<file path="src/rtl/adc_seq_pkg.sv">
package adc_seq_pkg;
    typedef enum logic [2:0] {
        ST_ARMED   = 3'd0,
        ST_AZ      = 3'd1,
        ST_CONV    = 3'd2,
        ST_READ    = 3'd3,
        ST_OFF     = 3'd4,
        ST_RECOVER = 3'd5
    } seq_state_e;
endpackage

</file>
<file path="src/rtl/adc_seq_edge.sv">
module adc_seq_edge #(
    parameter logic RST_VAL = 1'b0
) (
    input  logic clk,
    input  logic rst_n,
    input  logic sig_i,
    output logic rise_o,
    output logic fall_o
);
    logic prev_d, prev_q;

    always_comb prev_d = sig_i;

    always_ff @(posedge clk or negedge rst_n) begin
        if (!rst_n) prev_q <= RST_VAL;
        else        prev_q <= prev_d;
    end

    assign rise_o = sig_i & ~prev_q;
    assign fall_o = ~sig_i & prev_q;
endmodule

</file>
<file path="src/rtl/adc_seq_tick.sv">
module adc_seq_tick #(
    parameter int DIV = 16
) (
    input  logic clk,
    input  logic rst_n,
    input  logic en_i,
    output logic tick_o
);
    localparam int DW = (DIV > 1) ? $clog2(DIV) : 1;

    logic [DW-1:0] div_d, div_q;

    assign tick_o = en_i && (div_q == DW'(DIV - 1));

    always_comb begin
        if (!en_i || tick_o) div_d = '0;
        else                 div_d = div_q + 1'b1;
    end

    always_ff @(posedge clk or negedge rst_n) begin
        if (!rst_n) div_q <= '0;
        else        div_q <= div_d;
    end
endmodule

</file>
<file path="src/rtl/adc_seq_sar_step.sv">
module adc_seq_sar_step #(
    parameter int WIDTH = 8,
    parameter int IW    = 4
) (
    input  logic [WIDTH-1:0]        acc_i,
    input  logic [IW-1:0]           idx_i,
    input  logic signed [WIDTH+1:0] sample_i,
    output logic [WIDTH-1:0]        acc_o
);
    logic [WIDTH-1:0]        trial;
    logic signed [WIDTH+1:0] trial_s;

    always_comb begin
        trial = acc_i;
        for (int i = 0; i < WIDTH; i++) begin
            if (idx_i == IW'(i)) trial[i] = 1'b1;
        end
        trial_s = $signed({2'b00, trial});
        acc_o   = (trial_s <= sample_i) ? trial : acc_i;
    end
endmodule

</file>
<file path="src/rtl/adc_seq.sv">
module adc_seq
    import adc_seq_pkg::*;
#(
    parameter int WIDTH        = 8,
    parameter int CONV_DIV     = 16,
    parameter int AZ_MIN       = 8,
    parameter int RECOVER_WAIT = 140
) (
    input  logic                    clk,
    input  logic                    rst_n,
    input  logic                    convst_i,
    input  logic                    sclk_i,
    input  logic                    awake_i,
    input  logic signed [WIDTH+1:0] sample_i,
    output logic                    dout_o,
    output logic                    dout_en_o,
    output logic                    bad_o
);
    localparam int CNT_MAX = (AZ_MIN > RECOVER_WAIT) ? AZ_MIN : RECOVER_WAIT;
    localparam int CW      = $clog2(CNT_MAX + 1);
    localparam int BW      = $clog2(WIDTH + 1);

    typedef struct packed {
        seq_state_e     st;
        logic [CW-1:0]  cnt;
        logic [BW-1:0]  bits;
        logic [WIDTH-1:0] sr;
        logic           bad;
        logic           flush;
    } seq_t;

    seq_t r_d, r_q;

    logic cs_rise, cs_fall, sclk_rise, sclk_fall, tick;
    logic [WIDTH-1:0] sar_next;

    adc_seq_edge #(.RST_VAL(1'b1)) u_cs_edge (
        .clk(clk), .rst_n(rst_n), .sig_i(convst_i),
        .rise_o(cs_rise), .fall_o(cs_fall)
    );

    adc_seq_edge #(.RST_VAL(1'b0)) u_sclk_edge (
        .clk(clk), .rst_n(rst_n), .sig_i(sclk_i),
        .rise_o(sclk_rise), .fall_o(sclk_fall)
    );

    adc_seq_tick #(.DIV(CONV_DIV)) u_tick (
        .clk(clk), .rst_n(rst_n), .en_i(r_q.st == ST_CONV), .tick_o(tick)
    );

    adc_seq_sar_step #(.WIDTH(WIDTH), .IW(BW)) u_sar (
        .acc_i(r_q.sr), .idx_i(r_q.bits), .sample_i(sample_i), .acc_o(sar_next)
    );

    always_comb begin
        r_d = r_q;
        if (!awake_i) begin
            r_d.st = ST_OFF;
            if (r_q.st == ST_CONV) begin
                r_d.flush = 1'b1;
                r_d.bad   = 1'b1;
            end
        end else begin
            unique case (r_q.st)
                ST_ARMED: begin
                    if (cs_rise) begin
                        r_d.st  = ST_AZ;
                        r_d.cnt = CW'(1);
                    end
                end
                ST_AZ: begin
                    if (cs_fall) begin
                        if (r_q.cnt >= CW'(AZ_MIN)) begin
                            r_d.st   = ST_CONV;
                            r_d.bits = BW'(WIDTH - 1);
                            r_d.sr   = '0;
                            r_d.bad  = 1'b0;
                        end else begin
                            r_d.st = ST_ARMED;
                        end
                    end else if (r_q.cnt < CW'(AZ_MIN)) begin
                        r_d.cnt = r_q.cnt + 1'b1;
                    end
                end
                ST_CONV: begin
                    if (sclk_rise || sclk_fall || cs_rise) r_d.bad = 1'b1;
                    if (tick) begin
                        r_d.sr = sar_next;
                        if (r_q.bits == '0) r_d.st   = ST_READ;
                        else                r_d.bits = r_q.bits - 1'b1;
                    end
                end
                ST_READ: begin
                    if (cs_rise) r_d.bad = 1'b1;
                    if (sclk_fall) begin
                        r_d.sr = r_q.sr << 1;
                        if (r_q.bits == BW'(WIDTH - 1)) begin
                            r_d.st   = ST_ARMED;
                            r_d.bits = '0;
                        end else begin
                            r_d.bits = r_q.bits + 1'b1;
                        end
                    end
                end
                ST_OFF: begin
                    r_d.st   = r_q.flush ? ST_RECOVER : ST_ARMED;
                    r_d.cnt  = '0;
                    r_d.bits = '0;
                    r_d.sr   = '0;
                end
                ST_RECOVER: begin
                    if (r_q.cnt < CW'(RECOVER_WAIT)) begin
                        r_d.cnt = r_q.cnt + 1'b1;
                    end else if (sclk_fall) begin
                        if (r_q.bits == BW'(WIDTH - 1)) begin
                            r_d.st    = ST_ARMED;
                            r_d.flush = 1'b0;
                            r_d.bits  = '0;
                        end else begin
                            r_d.bits = r_q.bits + 1'b1;
                        end
                    end
                end
                default: r_d.st = ST_ARMED;
            endcase
        end
    end

    always_ff @(posedge clk or negedge rst_n) begin
        if (!rst_n) begin
            r_q.st    <= ST_ARMED;
            r_q.cnt   <= '0;
            r_q.bits  <= '0;
            r_q.sr    <= '0;
            r_q.bad   <= 1'b0;
            r_q.flush <= 1'b0;
        end else begin
            r_q <= r_d;
        end
    end

    assign dout_en_o = (r_q.st == ST_CONV) || (r_q.st == ST_READ);
    assign dout_o    = (r_q.st == ST_READ) ? r_q.sr[WIDTH-1] : 1'b0;
    assign bad_o     = r_q.bad;
endmodule

</file>
<file path="config.mk">
export PLATFORM = sky130hd
export DESIGN_NAME = adc_seq
export DESIGN_NICKNAME = d
export VERILOG_FILES = /design/src/rtl/adc_seq_pkg.sv /design/src/rtl/adc_seq_edge.sv /design/src/rtl/adc_seq_tick.sv /design/src/rtl/adc_seq_sar_step.sv /design/src/rtl/adc_seq.sv
export SDC_FILE = /design/constraint.sdc
export NUM_CORES = 1
export LEC_CHECK = 0
export ABC_AREA = 1
export BUFFER_PORTS_ARGS = -buffer_cell sky130_fd_sc_hd__buf_4
export CAP_MARGIN = 20
export CORE_ASPECT_RATIO = 0.6
export CORE_MARGIN = 8
export CORE_UTILIZATION = 30
export DETAILED_ROUTE_END_ITERATION = 12
export GPL_TIMING_DRIVEN = 0
export PLACE_DENSITY = 0.5
export SKIP_LAST_GASP = 1
export SLEW_MARGIN = 20
export SYNTH_ARGS = -nofsm -noshare
export SYNTH_HDL_FRONTEND = slang
export SYNTH_HIERARCHICAL = 1
export SYNTH_SLANG_ARGS = --single-unit
export TNS_END_PERCENT = 50
</file>
<file path="constraint.sdc">
create_clock -name clk -period 3.2 [get_ports clk]
set_clock_uncertainty 0.1 [all_clocks]
set_input_delay 0.96 -clock clk [delete_from_list [all_inputs] [get_ports clk]]
set_output_delay 0.96 -clock clk [all_outputs]
set_load 0.005 [all_outputs]
</file>
-- After elaboration in Yosys (flattened, before gate mapping)
Cells that the tools add are included.
Widths: inputs -> output; s select.
- add/subtract/negate cells: 4
- reductions and logical operators: 19
- eq/ne operators: 37
- mux-type cells: 45
- magnitude comparators: 4
- bitwise operators: 8
- operators with widths (operator ; count):
    $pmux 8 s4 ; 2
    $mux 8 ; 4
    $mux 13 ; 2
    $mux 12 ; 2
    $mux 3 ; 8
    $ne 2x2->1 const B ; 12
    $ne 3x3->1 const B ; 8
    $mux 4 ; 5
    $pmux 4 s5 ; 1
    $pmux 3 s6 ; 1
    $eq 4x3->1 const B ; 4
    $mux 1 ; 15
    $reduce_and 6->1 ; 2
    $mux 11 ; 1
    $le 9x10->1 ; 1
    $reduce_and 5->1 ; 2
    $reduce_and 9->1 ; 1
    $add 4x1->4 const B ; 2
    $add 8x1->8 const B ; 1
    $eq 4x2->1 const B ; 2
    $ge 8x4->1 const B ; 1
    $lt 8x4->1 const B ; 1
    $lt 8x8->1 const B ; 1
    $ne 2x1->1 const B ; 4
    other kinds (20) ; 34
- output and inout bits: 3
- flip-flop bits (word level): 31
- bits of input ports: 15
- logic and storage cells: 126

-- Depth between registers and ports, before layout
- depth in word-level cells: 7
- depth in mapped cells: 17
- mapped depth without buffers: 17

-- Cells and area by module
Netlist, hierarchy kept.
- by module, submodules not included (module ; sequential area each (µm²) ; area each (µm²) ; cells an instance ; instances):
    adc_seq ; 625.6 ; 2117.0 ; 296 ; 1
    adc_seq_sar_step ; 0.0 ; 531.8 ; 85 ; 1
    adc_seq_tick ; 100.1 ; 187.7 ; 19 ; 1
    adc_seq_edge (u_cs_edge) ; 26.3 ; 41.3 ; 5 ; 1
    adc_seq_edge (u_sclk_edge) ; 25.0 ; 40.0 ; 5 ; 1

-- Least setup slack after synthesis
OpenSTA, ideal clock, no wires.
- kind: input to register
- start point: input sample_i[5]
- end point: register r_q[3] (netlist bit)
- arrival time: 2195 ps
- required time: 3026 ps
- slack: 831 ps
- path buffers: 0
- stages: 15
- setup time: 74 ps
- cell sequence: inv_1 -> ha_1 -> nand2_2 -> inv_1 -> nand2_1 -> nand2_1 -> nand2_2 -> nand4_4 -> nand2_4 -> nand2_1 -> nand2_1 -> nand2_1 -> nand2_1 -> nand2_1 -> o21ai_2
- cells in the longest elaborated chain, start to end: 3
- ends and longest elaborated chain (what ; line ; text):
    start: declaration ; adc_seq.sv:14 ; input logic signed [WIDTH+1:0] sample_i,
    $le 9x10->1 ; adc_seq_sar_step.sv:19 ; acc_o = (trial_s <= sample_i) ? trial : acc_i;
    $ne 2x1->1 (no line) ; -- ;
    $reduce_and 7->1 (no line) ; -- ;
    end signal: assignment ; adc_seq.sv:138 ; r_q <= r_d;
    end: declaration ; adc_seq.sv:32 ; seq_t r_d, r_q;
Every way passes these cells.
A chain may end at the register's enable or synchronous reset.

-- Worst setup path in the final report
- start point: register r_q[11] (netlist bit)
- end point: register r_q[8] (netlist bit)
- cells in the longest elaborated chain, start to end: 5
- elaborated cells on any way between the ends: 22
- classes of those cells: order compare: 1; eq/ne: 8; mux: 11; reduce/logical: 2
- ends and longest elaborated chain (what ; line ; text):
    $eq 4x3->1 ; adc_seq_sar_step.sv:16 ; if (idx_i == IW'(i)) trial[i] = 1'b1;
    $mux 1 ; adc_seq_sar_step.sv:16 ;
    $mux 8 ; adc_seq_sar_step.sv:19 ;
    net sar_next[6] ; adc_seq.sv:35 ; logic [WIDTH-1:0] sar_next;
    $mux 12 ; adc_seq.sv:87 ; if (tick) begin
    $pmux 8 s4 ; adc_seq.sv:64 ; unique case (r_q.st)
The timed path passes the listed nets, and every way through them passes these cells. The select of a mux whose other input is x is not followed.

==> results by group <==
Drt
  – Vias/cell: roughly 4.6
  – Residual DRC: 0
  – Routed length per instance: 12.9 um
  – Final ANT Viol Nets: 0
  – Routed vias: approximately 2600
  – DRT Wirelength: roughly 7300 um
  – DRT Pass-1 Iters: 6
  – Violation count after the first detailed-route iteration: ~170

Timing
  – RSZ-0062 raised after global routing: false
  – Slew Limit Headroom: about 69%
  – Worst-Margin Slew: 466 ps
  – Period minus WS final: about 2500 ps
  – Fmax: a little under 400 MHz
  – Tcrit/Tclk final: 79.3%
  – Max-slew violations: 0
  – Final Hold Viols: 0
  – Setup slack after layout: 662 ps
  – TNS Setup: 0 ps
  – Final setup viols: 0

Final layout
  – Final net count: 465
  – Final core occ: a little over a third
  – Fillers: around 1100
  – Area Growth Syn to Fin: 15.7%
  – Layout cells sized above 1: 19.8%
  – Antenna fix cells: 0

Clocking
  – Clk sink count: 31
  – H-Tree Depth: 2
  – # Post-CTS Setup Buffers: 0
  – CTS tree: built
  – Clk Latency, worst-skew pair: between 200 and 300 ps
  – Root Buffer: clkbuf_16
  – Clock buffer depth: 2
  – CTS clock-pin slew for the worst setup and hold paths: about 50 ps
  – CTS resizes: 0
  – Cts hold-fix bufs: 0
  – Num CTS Buffers: 5

Power
  – Sw Share: 40.1%
  – Psw: roughly 670 uW
  – PwrDens: just under 500 mW/mm^2
  – Reg power frac: 28.9%
  – Worst IR Drop VDD: ~240 uV
  – Leakage: between 1.5 and 2 nW
  – Combinational power share: about two fifths
  – Cell internal pwr: between 1 and 1.5 mW
  – Power share of the clock group: between 30% and 40%

Yosys
  – Mapped Cells: a little over 400
  – Post-Syn Area: 0.00292 sq mm
  – Top cell type's share of synthesized area: 25.7%
  – Sequential share of the synthesized area: a little over a quarter
  – Yosys warning count: 6
  – Number of synthesized flops with an enable pin: 0
  – Synthesized Nets: approximately 440
  – Synth area leaders: dfrtp_1 26%, nand2_1 19%, ha_1 6.9%
  – Synthesized area per cell: just over 7 sq um
  – Dominant synthesized flop cell: dfrtp_1
  – Synth unique cells: 41
  – FFs w/ async S/R, synth: between 90% and 100%
  – Yosys top cell by area: dfrtp_1
  – FF+latch count, synth: 31

Setup path
  – Worst path most repeated cell: nand2_1
  – WP data arrival: 2650 ps
  – Max FO, Critical Path: 9
  – Crit end category: flop
  – CP Cell Sequence: inv_1 -> nand2_1 -> o21bai_1 -> ha_1 -> nand2_2 -> inv_1 -> nand2_1 -> nand2_1 -> nand2_2 -> nand4_4 -> nand2_4 -> nand2_1 -> nand2_1 -> nand2_1 -> nand2_1 -> nand2_1 -> o21ai_2
  – Critical path type: flop to flop
  – WP data required: approximately 3300 ps
  – CP Buf/Inv Count: 2
  – Critical path's largest stage delay: approximately 500 ps
  – CP max-delay cell: dfrtp_1
  – Cell family with most CP delay: simple AND/OR/NAND/NOR gates
  – Startpoint type of the worst setup path: flop

Global routing
  – Largest net degree at the start of global routing: 32
  – Vias in the first global route: 2341
  – GRT Util Overall: 11.8%
  – Global-route wire length before repair: about 12000 um
  – Initial antenna violation count: 0
  – GRT Residual Overflow: 0

Run status
  – Outcome: completed

Worst hold path
  – Min-Delay Path Class: flop to flop

Die
  – Die Height: about 92 um
  – Horiz. Die Dim: 143 um
  – Initial Utilization: a little over 30%
  – CORE AREA: 0.00967 sq mm
  – Standard-cell rows: 28
  – IO Pins: 18
  – Die area: about 0.013 sq mm

Placement
  – Post-DP HPWL: around 5700 um
  – Setup WS pre-CTS: between 500 and 600 ps
  – I/O Buffers: 17
  – Routability cong.: between 0.8 and 0.9

Flow run
  – Max cap viols: 0
[power by group through the flow]
stage / clock network (mW) / registers [mW] / logic (mW)
2_1_floorplan: 0 / 0.475 / 0.523
3_3_place_gp: 0 / 0.489 / 0.661
3_5_place_dp: 0 / 0.488 / 0.669
4_1_cts: 0.530 / 0.482 / 0.674
5_1_grt: 0.540 / 0.490 / 0.766
6_report: 0.512 / 0.483 / 0.675
[cells in the mapped netlist, types with 7 or more instances]
library cell,count
inv_1,46
nand2_1,147
o21ai_2,9
nand2_2,9
dfrtp_1,30
o21bai_1,7
ha_1,16
nand3_1,37
nor2_1,31
[cell type report]
cell class / instances / area [sq um] / share of cell area, %
Timing Repair Buffer: 17 / 128 / 3.78
Clock buffer: 7 / 153 / 4.52
Multi-Input combinational cell: 319 / 1860 / 55.1
Sequential cell: 31 / 777 / 23.0
Tap cell: 135 / 169 / 5.01
Buffer: 9 / 78.8 / 2.34
Inverter: 51 / 201 / 5.97
Clock inverter: 1 / 7.51 / 0.222
[tightest hold or removal path, cell delays in order (launching register included)]
cell	delay, ps
dfrtp_1	340
nand2_1	50
nand2_1	50
[sequential cells by signal, summed over array words and instances (netlist names)]
signal,flops
u_cs_edge/prev_q,1
u_sclk_edge/prev_q,1
r_q,24
bad_o,1
u_tick/div_q,4
[per-layer routing]
metal | share of wire, % | GRT usage (%)
met5 | 0 | 0
met4 | 1.0 | 2.61
met3 | 7.1 | 3.29
met2 | 36 | 14.6
met1 | 56 | 18.9
[kinds of logic after synthesis]
group,Yosys count,share of synthesized area (%)
AO/OA/AOI/OAI,36,8.83
adder cells (fa/ha/maj),16,6.86
AND/OR/NAND/NOR,261,46.3
buffers and inverters,60,9.61
flip-flops,31,26.6
XOR/XNOR,6,1.80
[final timing paths]
check,start,end,slack [ps],cells after the start
hold / removal,bad_o,bad_o,370,2
hold reg to reg,bad_o,bad_o,370,2
setup / recovery,r_q[11],r_q[8],660,17
min in group asynchronous,rst_n,r_q[19],520,1
max in group asynchronous,rst_n,u_cs_edge/prev_q,2120,1
setup reg to reg,r_q[11],r_q[8],660,17
[layout by cell type (no fill, tap or decap), types with 7 or more instances in the layout]
master / n
buf_4: 18
o21bai_1: 7
ha_1: 16
dfrtp_1: 30
nor2_1: 31
o21ai_2: 9
nand3_1: 37
inv_1: 46
nand2_1: 147
nand2_2: 9
[metrics by stage]
stage | area [sq um] | hold slack [ps] | std cells | power, mW
5_1_grt | 3370 | 418 | 570 | 1.80
2_1_floorplan | 2920 | 351 | 410 | 0.998
4_1_cts | 3370 | 384 | 570 | 1.69
3_3_place_gp | 3210 | 359 | 562 | 1.15
3_5_place_dp | 3210 | 368 | 562 | 1.16
6_report | 3370 | 373 | 570 | 1.67
(Power assumes the default switching activity.)
